[src/rtl/scp_pkg.sv]
package scp_pkg;
  localparam int XLEN     = 32;
  localparam int REG_AW   = 5;
  localparam int NUM_REGS = 1 << REG_AW;

  localparam logic [5:0] OPC_REG   = 6'h00;
  localparam logic [5:0] OPC_LOAD  = 6'h23;
  localparam logic [5:0] OPC_STORE = 6'h2B;
  localparam logic [5:0] OPC_BEQ   = 6'h04;

  localparam logic [5:0] FN_ADD = 6'h20;
  localparam logic [5:0] FN_SUB = 6'h22;
  localparam logic [5:0] FN_AND = 6'h24;
  localparam logic [5:0] FN_OR  = 6'h25;
  localparam logic [5:0] FN_SLT = 6'h2A;

  typedef enum logic [2:0] {
    ALU_ADD,
    ALU_SUB,
    ALU_AND,
    ALU_OR,
    ALU_SLT
  } alu_op_e;

  typedef struct packed {
    logic    reg_we;
    logic    mem_we;
    logic    wb_from_mem;
    logic    dst_is_rd;
    logic    b_is_imm;
    logic    branch;
    alu_op_e alu_op;
  } ctrl_t;
endpackage

[src/rtl/scp_decode.sv]
module scp_decode
  import scp_pkg::*;
(
  input  logic       clk,
  input  logic       rst,
  input  logic [5:0] opcode,
  input  logic [5:0] funct,
  output ctrl_t      ctrl
);
  always_comb begin
    ctrl = '{reg_we: 1'b0, mem_we: 1'b0, wb_from_mem: 1'b0, dst_is_rd: 1'b0,
             b_is_imm: 1'b0, branch: 1'b0, alu_op: ALU_ADD};
    unique case (opcode)
      OPC_REG: begin
        ctrl.dst_is_rd = 1'b1;
        ctrl.reg_we    = 1'b1;
        unique case (funct)
          FN_ADD:  ctrl.alu_op = ALU_ADD;
          FN_SUB:  ctrl.alu_op = ALU_SUB;
          FN_AND:  ctrl.alu_op = ALU_AND;
          FN_OR:   ctrl.alu_op = ALU_OR;
          FN_SLT:  ctrl.alu_op = ALU_SLT;
          default: ctrl.reg_we = 1'b0;
        endcase
      end
      OPC_LOAD: begin
        ctrl.reg_we      = 1'b1;
        ctrl.wb_from_mem = 1'b1;
        ctrl.b_is_imm    = 1'b1;
      end
      OPC_STORE: begin
        ctrl.mem_we   = 1'b1;
        ctrl.b_is_imm = 1'b1;
      end
      OPC_BEQ: begin
        ctrl.branch = 1'b1;
        ctrl.alu_op = ALU_SUB;
      end
      default: ;
    endcase
  end

  AST_ONE_EFFECT: assert property (@(posedge clk) disable iff (rst)
    $onehot0({ctrl.reg_we, ctrl.mem_we, ctrl.branch}));
endmodule

[src/rtl/scp_regfile.sv]
module scp_regfile
  import scp_pkg::*;
(
  input  logic              clk,
  input  logic              rst,
  input  logic [REG_AW-1:0] ra_addr,
  output logic [XLEN-1:0]   ra_data,
  input  logic [REG_AW-1:0] rb_addr,
  output logic [XLEN-1:0]   rb_data,
  input  logic              we,
  input  logic [REG_AW-1:0] wr_addr,
  input  logic [XLEN-1:0]   wr_data
);
  logic [XLEN-1:0] regs_q [NUM_REGS];

  always_ff @(posedge clk) begin
    if (rst) begin
      for (int i = 0; i < NUM_REGS; i++) regs_q[i] <= '0;
    end else if (we && wr_addr != '0) begin
      regs_q[wr_addr] <= wr_data;
    end
  end

  assign ra_data = (ra_addr == '0) ? '0 : regs_q[ra_addr];
  assign rb_data = (rb_addr == '0) ? '0 : regs_q[rb_addr];

  AST_R0_READS_ZERO: assert property (@(posedge clk) disable iff (rst)
    (rb_addr == '0) |-> (rb_data == '0));
endmodule

[src/rtl/scp_alu.sv]
module scp_alu
  import scp_pkg::*;
(
  input  logic            clk,
  input  logic            rst,
  input  alu_op_e         op,
  input  logic [XLEN-1:0] a,
  input  logic [XLEN-1:0] b,
  output logic [XLEN-1:0] y,
  output logic            zero
);
  always_comb begin
    unique case (op)
      ALU_ADD: y = a + b;
      ALU_SUB: y = a - b;
      ALU_AND: y = a & b;
      ALU_OR:  y = a | b;
      ALU_SLT: y = {{(XLEN-1){1'b0}}, ($signed(a) < $signed(b))};
      default: y = '0;
    endcase
  end

  assign zero = (y == '0);

  AST_SLT_IS_BIT: assert property (@(posedge clk) disable iff (rst)
    (op == ALU_SLT) |-> (y[XLEN-1:1] == '0));
endmodule

[src/rtl/scp_dmem.sv]
module scp_dmem
  import scp_pkg::*;
#(
  parameter int              DEPTH = 64,
  parameter logic [XLEN-1:0] INIT [DEPTH] = '{default: '0},
  localparam int             IW = (DEPTH > 1) ? $clog2(DEPTH) : 1
) (
  input  logic            clk,
  input  logic            rst,
  input  logic [XLEN-1:0] addr,
  input  logic            we,
  input  logic [XLEN-1:0] wdata,
  output logic [XLEN-1:0] rdata
);
  logic [XLEN-1:0] mem_q [DEPTH];
  logic [IW-1:0]   idx;
  logic            unused_addr;

  assign idx         = addr[IW+1:2];
  assign unused_addr = ^{addr[XLEN-1:IW+2], addr[1:0]};

  always_ff @(posedge clk) begin
    if (rst) begin
      for (int i = 0; i < DEPTH; i++) mem_q[i] <= INIT[i];
    end else if (we) begin
      mem_q[idx] <= wdata;
    end
  end

  assign rdata = mem_q[idx];
endmodule

[src/rtl/scp_core.sv]
module scp_core
  import scp_pkg::*;
#(
  parameter int              IMEM_DEPTH = 64,
  parameter int              DMEM_DEPTH = 64,
  parameter logic [XLEN-1:0] PROGRAM   [IMEM_DEPTH] = '{default: '0},
  parameter logic [XLEN-1:0] DATA_INIT [DMEM_DEPTH] = '{default: '0}
) (
  input  logic              clk,
  input  logic              rst,
  output logic [XLEN-1:0]   dbg_pc,
  output logic              dbg_wb_valid,
  output logic [REG_AW-1:0] dbg_wb_reg,
  output logic [XLEN-1:0]   dbg_wb_data
);
  localparam int IIW = (IMEM_DEPTH > 1) ? $clog2(IMEM_DEPTH) : 1;

  logic [XLEN-1:0]   pc_q, pc_seq, pc_next, instr;
  logic [XLEN-1:0]   imm_ext, rs_val, rt_val, alu_b, alu_y, ld_data, wb_val;
  logic [REG_AW-1:0] rs_f, rt_f, rd_f, dst;
  logic              alu_zero, take_branch, unused_bits;
  ctrl_t             ctrl;

  // fetch
  assign instr   = PROGRAM[pc_q[IIW+1:2]];
  assign rs_f    = instr[25:21];
  assign rt_f    = instr[20:16];
  assign rd_f    = instr[15:11];
  assign imm_ext = {{(XLEN-16){instr[15]}}, instr[15:0]};
  assign unused_bits = ^{pc_q[XLEN-1:IIW+2], pc_q[1:0], instr[10:6]};

  scp_decode u_dec (
    .clk(clk), .rst(rst), .opcode(instr[31:26]), .funct(instr[5:0]), .ctrl(ctrl)
  );

  assign dst = ctrl.dst_is_rd ? rd_f : rt_f;

  scp_regfile u_rf (
    .clk(clk), .rst(rst),
    .ra_addr(rs_f), .ra_data(rs_val),
    .rb_addr(rt_f), .rb_data(rt_val),
    .we(ctrl.reg_we), .wr_addr(dst), .wr_data(wb_val)
  );

  assign alu_b = ctrl.b_is_imm ? imm_ext : rt_val;

  scp_alu u_alu (
    .clk(clk), .rst(rst), .op(ctrl.alu_op),
    .a(rs_val), .b(alu_b), .y(alu_y), .zero(alu_zero)
  );

  scp_dmem #(.DEPTH(DMEM_DEPTH), .INIT(DATA_INIT)) u_dmem (
    .clk(clk), .rst(rst), .addr(alu_y), .we(ctrl.mem_we),
    .wdata(rt_val), .rdata(ld_data)
  );

  assign wb_val = ctrl.wb_from_mem ? ld_data : alu_y;

  // next PC
  assign take_branch = ctrl.branch && alu_zero;
  assign pc_seq      = pc_q + XLEN'(4);
  assign pc_next     = take_branch ? pc_seq + {imm_ext[XLEN-3:0], 2'b00} : pc_seq;

  always_ff @(posedge clk) begin
    if (rst) pc_q <= '0;
    else     pc_q <= pc_next;
  end

  // debug trace
  assign dbg_pc       = pc_q;
  assign dbg_wb_valid = !rst && ctrl.reg_we && (dst != '0);
  assign dbg_wb_reg   = dst;
  assign dbg_wb_data  = wb_val;

  AST_PC_ALIGNED: assert property (@(posedge clk) disable iff (rst)
    dbg_pc[1:0] == 2'b00);
  AST_PC_STEP: assert property (@(posedge clk) disable iff (rst)
    (!$past(rst) && !$past(take_branch)) |-> (dbg_pc == $past(dbg_pc) + XLEN'(4)));
  AST_RESET_PC: assert property (@(posedge clk)
    $past(rst) |-> (dbg_pc == '0));
  AST_NO_R0_TRACE: assert property (@(posedge clk) disable iff (rst)
    dbg_wb_valid |-> (dbg_wb_reg != '0));
endmodule

[config.mk]
export PLATFORM = sky130hd
export DESIGN_NAME = scp_core
export DESIGN_NICKNAME = d
export VERILOG_FILES = /design/src/rtl/scp_pkg.sv /design/src/rtl/scp_decode.sv /design/src/rtl/scp_regfile.sv /design/src/rtl/scp_alu.sv /design/src/rtl/scp_dmem.sv /design/src/rtl/scp_core.sv
export SDC_FILE = /design/constraint.sdc
export NUM_CORES = 1
export LEC_CHECK = 0
export BUFFER_PORTS_ARGS = -buffer_cell sky130_fd_sc_hd__buf_2
export CORE_UTILIZATION = 51
export CTS_CLUSTER_SIZE = 12
export DETAILED_ROUTE_END_ITERATION = 6
export PLACE_DENSITY = 0.95
export SLEW_MARGIN = 5
export SYNTH_ARGS = -nofsm -noshare
export SYNTH_HDL_FRONTEND = slang
export SYNTH_SLANG_ARGS = --single-unit
[constraint.sdc]
create_clock -name clk -period 3.2 [get_ports clk]
set_input_delay 0.32 -clock clk [delete_from_list [all_inputs] [get_ports clk]]
set_output_delay 0.32 -clock clk [all_outputs]
set_load 0.005 [all_outputs]
==> impl_metrics.json <==
{
  "cts.hold.buffers_added": 0,
  "synth-seq-area-share_pct": 36.1,
  "clkPwrFrac_pct": 49.8,
  "num_antenna_cells": 0,
  "rows": 20,
  "critical_path_class": "reg -> reg",
  "grt_setup_unrepaired": "no",
  "min_path_type": "in -> reg",
  "fin_crit_ns": 2.18,
  "fmax_ghz": 0.459,
  "powerDensity_nw_per_um2": 451,
  "seq_power_share_pct": 47.0,
  "clkLatencyLatePin_ns": 0.34,
  "syn_to_final_growth_pct": 7.91,
  "fin_tns_setup_ns": 0,
  "largest_reg_flops": 30,
  "synth.area.top_cells": "dfxtp_1 (36%), buf_4 (18%), a21oi_1 (4.5%), xor2_1 (4.2%), or4_1 (3.6%)",
  "cts_made_buffers": 5,
  "setup_viol": 0,
  "cts_tree": "built",
  "core_um2": 3080,
  "ys_types": 29,
  "yosys.area.top_type": "dfxtp_1",
  "final_hold_viol_count": 0,
  "stdcell_area_um2": 1790,
  "grt_usage_pct": 18.5,
  "multi_input_area_um2": 856,
  "die_area_um2": 3490,
  "startpoint_type": "flop",
  "clockRootBuffer": "clkbuf_4",
  "wl_um": 3000,
  "drt-vias-per-instance": 5.03,
  "firstDrtPassIters": 4,
  "ir_drop_v": 0.000245,
  "postSynthAreaPerCell_um2": 8.39,
  "die_y_um": 59.1,
  "period_share_pct": 68.1,
  "cp.required_ns": 3.47,
  "post_cts_buffers": 0,
  "place_area_um2": 1680,
  "die_w_um": 59.1,
  "slew_headroom_pct": 62.8,
  "cp-end-kind": "flop",
  "yosys.area.top_type_share_pct": 36.1,
  "synth_cells": 198,
  "intPower_uw": 647,
  "antenna_found_initial": 0,
  "clkTransAtPathRegs_ns": 0.10,
  "ff_latch_area_um2": 601,
  "yosysWarningCount": 0,
  "drc": 0,
  "globalplace.congestion": 0.793,
  "combPwrFrac_pct": 3.2,
  "clk_path_buf_depth": 2,
  "r2r_setup_slack_ns": 1.02,
  "hpwl_um": 2170,
  "synth_seq_cells": 30,
  "arrival_ns": 2.45,
  "grt_max_degree": 33,
  "finalClockSkew_ns": 0.00959,
  "nets": 229,
  "status": "finished clean",
  "drt_iter0_markers": 32,
  "finalWorstSetupSlack_ns": 1.02,
  "cts_repair_resize_count": 0,
  "grtUsageMet3_pct": 7.86,
  "routedWlPerCell_um": 11.1,
  "final_util_pct": 58.3,
  "switching_share_pct": 20.1,
  "vias": 1362,
  "switching_power_uw": 162,
  "grt-ovfl-total": 0,
  "cts_htree_levels": 2,
  "cts.sinks": 30,
  "leakagePower_nw": 0.774,
  "hold_ws_ns": 0.449,
  "use_met2_pct": 28.6,
  "slew_violations": 0,
  "nFillCells": 298,
  "grt_pass1_wl_um": 4690,
  "io_pins": 72,
  "syn_area_um2": 1660,
  "start_util_pct": 54.0,
  "drtAntennaViolNets": 0,
  "pre_cts_ws_ns": 1.05,
  "portBuffers": 31,
  "top_usage_layer": "met2",
  "worst_pin_slew_ns": 0.558,
  "cp_max_fo": 13,
  "grtUsageMet1_pct": 22.7,
  "drive_gt1_share_pct": 19.4,
  "grt_pass1_vias": 1044,
  "drv_cap": 0
}
-- per-stage QoR --
stage	power, mW	instances
2_1_floorplan	0.443	237
3_3_place_gp	0.413	263
3_5_place_dp	0.414	263
4_1_cts	0.811	271
5_1_grt	0.838	271
6_report	0.809	271
-- final timing paths --
path                            depth (start not counted)    endpoint       from
worst min-delay path                                    2  dbg_pc[12]        rst
worst min register to register                          1   dbg_pc[2]  dbg_pc[2]
worst max-delay path                                    5  dbg_pc[24]  dbg_pc[2]
worst max register to register                          5  dbg_pc[24]  dbg_pc[2]
-- logic make-up after synthesis --
| logic type | Yosys count | share of synthesized area (%) |
|---|---|---|
| fa+ha+maj | 1 | 0.753 |
| compound gates | 30 | 10.1 |
| flops | 30 | 36.1 |
| buf+inv | 53 | 21.2 |
| other cells | 1 | 0.226 |
| xor+xnor | 11 | 5.80 |
| mux | 2 | 1.36 |
| simple gates | 70 | 24.5 |
-- power groups by stage --
stage	combinational, mW	sequential [mW]	clock, mW
6_report	0.0261	0.380	0.403
2_1_floorplan	0.0547	0.388	0
5_1_grt	0.0312	0.381	0.426
3_5_place_dp	0.0256	0.389	0
4_1_cts	0.0256	0.380	0.405
3_3_place_gp	0.0253	0.388	0
-- metal layers --
layer / vias up / routed length (µm)
li1: 674 / -
met1: 630 / 1320
met2: 52 / 1450
met3: 6 / 191
met4: 0 / 40
met5: - / 0
-- cells in the mapped netlist --
cell type and count:
or4_1 8, conb_1 1, or4_4 1, and3_2 1, clkbuf_1 6, and3_1 2, inv_1 4, xnor2_1 3
nor4_1 2, a21oi_1 15, o31ai_1 7, dfxtp_1 30, and4_2 1, nand2_1 9, nand4_4 1, nor2b_1 2
ha_1 1, buf_4 40, or3_2 1, and4_1 2, nand4_1 7, mux2_1 2, buf_2 2, o21ai_0 8
or3_1 8, nor2_1 15, buf_1 1, nand3_1 10, xor2_1 8
-- layout by cell type, fill, tap and decap left out, drive strengths merged, types with 9 or more instances in the layout --
cell type and n:
buf 31, or3 9, nand2 9, nand3 10, or4 9, dfxtp 30, conb 40, a21oi 15
nor2 15
-- cell type report --
cell class / instances / area share (%)
multi-input combinational: 154 / 47.7
sequential: 30 / 33.5
timing repair buffer: 31 / 8.65
clock inverter: 2 / 3.35
tap: 44 / 3.07
clock buffer: 6 / 2.86
inverter: 4 / 0.837
-- critical path: stages, from the launching register on --
cell,delay [ns]
dfxtp_1,0.41
ha_1,0.21
and3_1,0.33
nand4_1,0.40
or4_1,0.62
a21oi_1,0.14
Power figures use the tool's default switching activity.
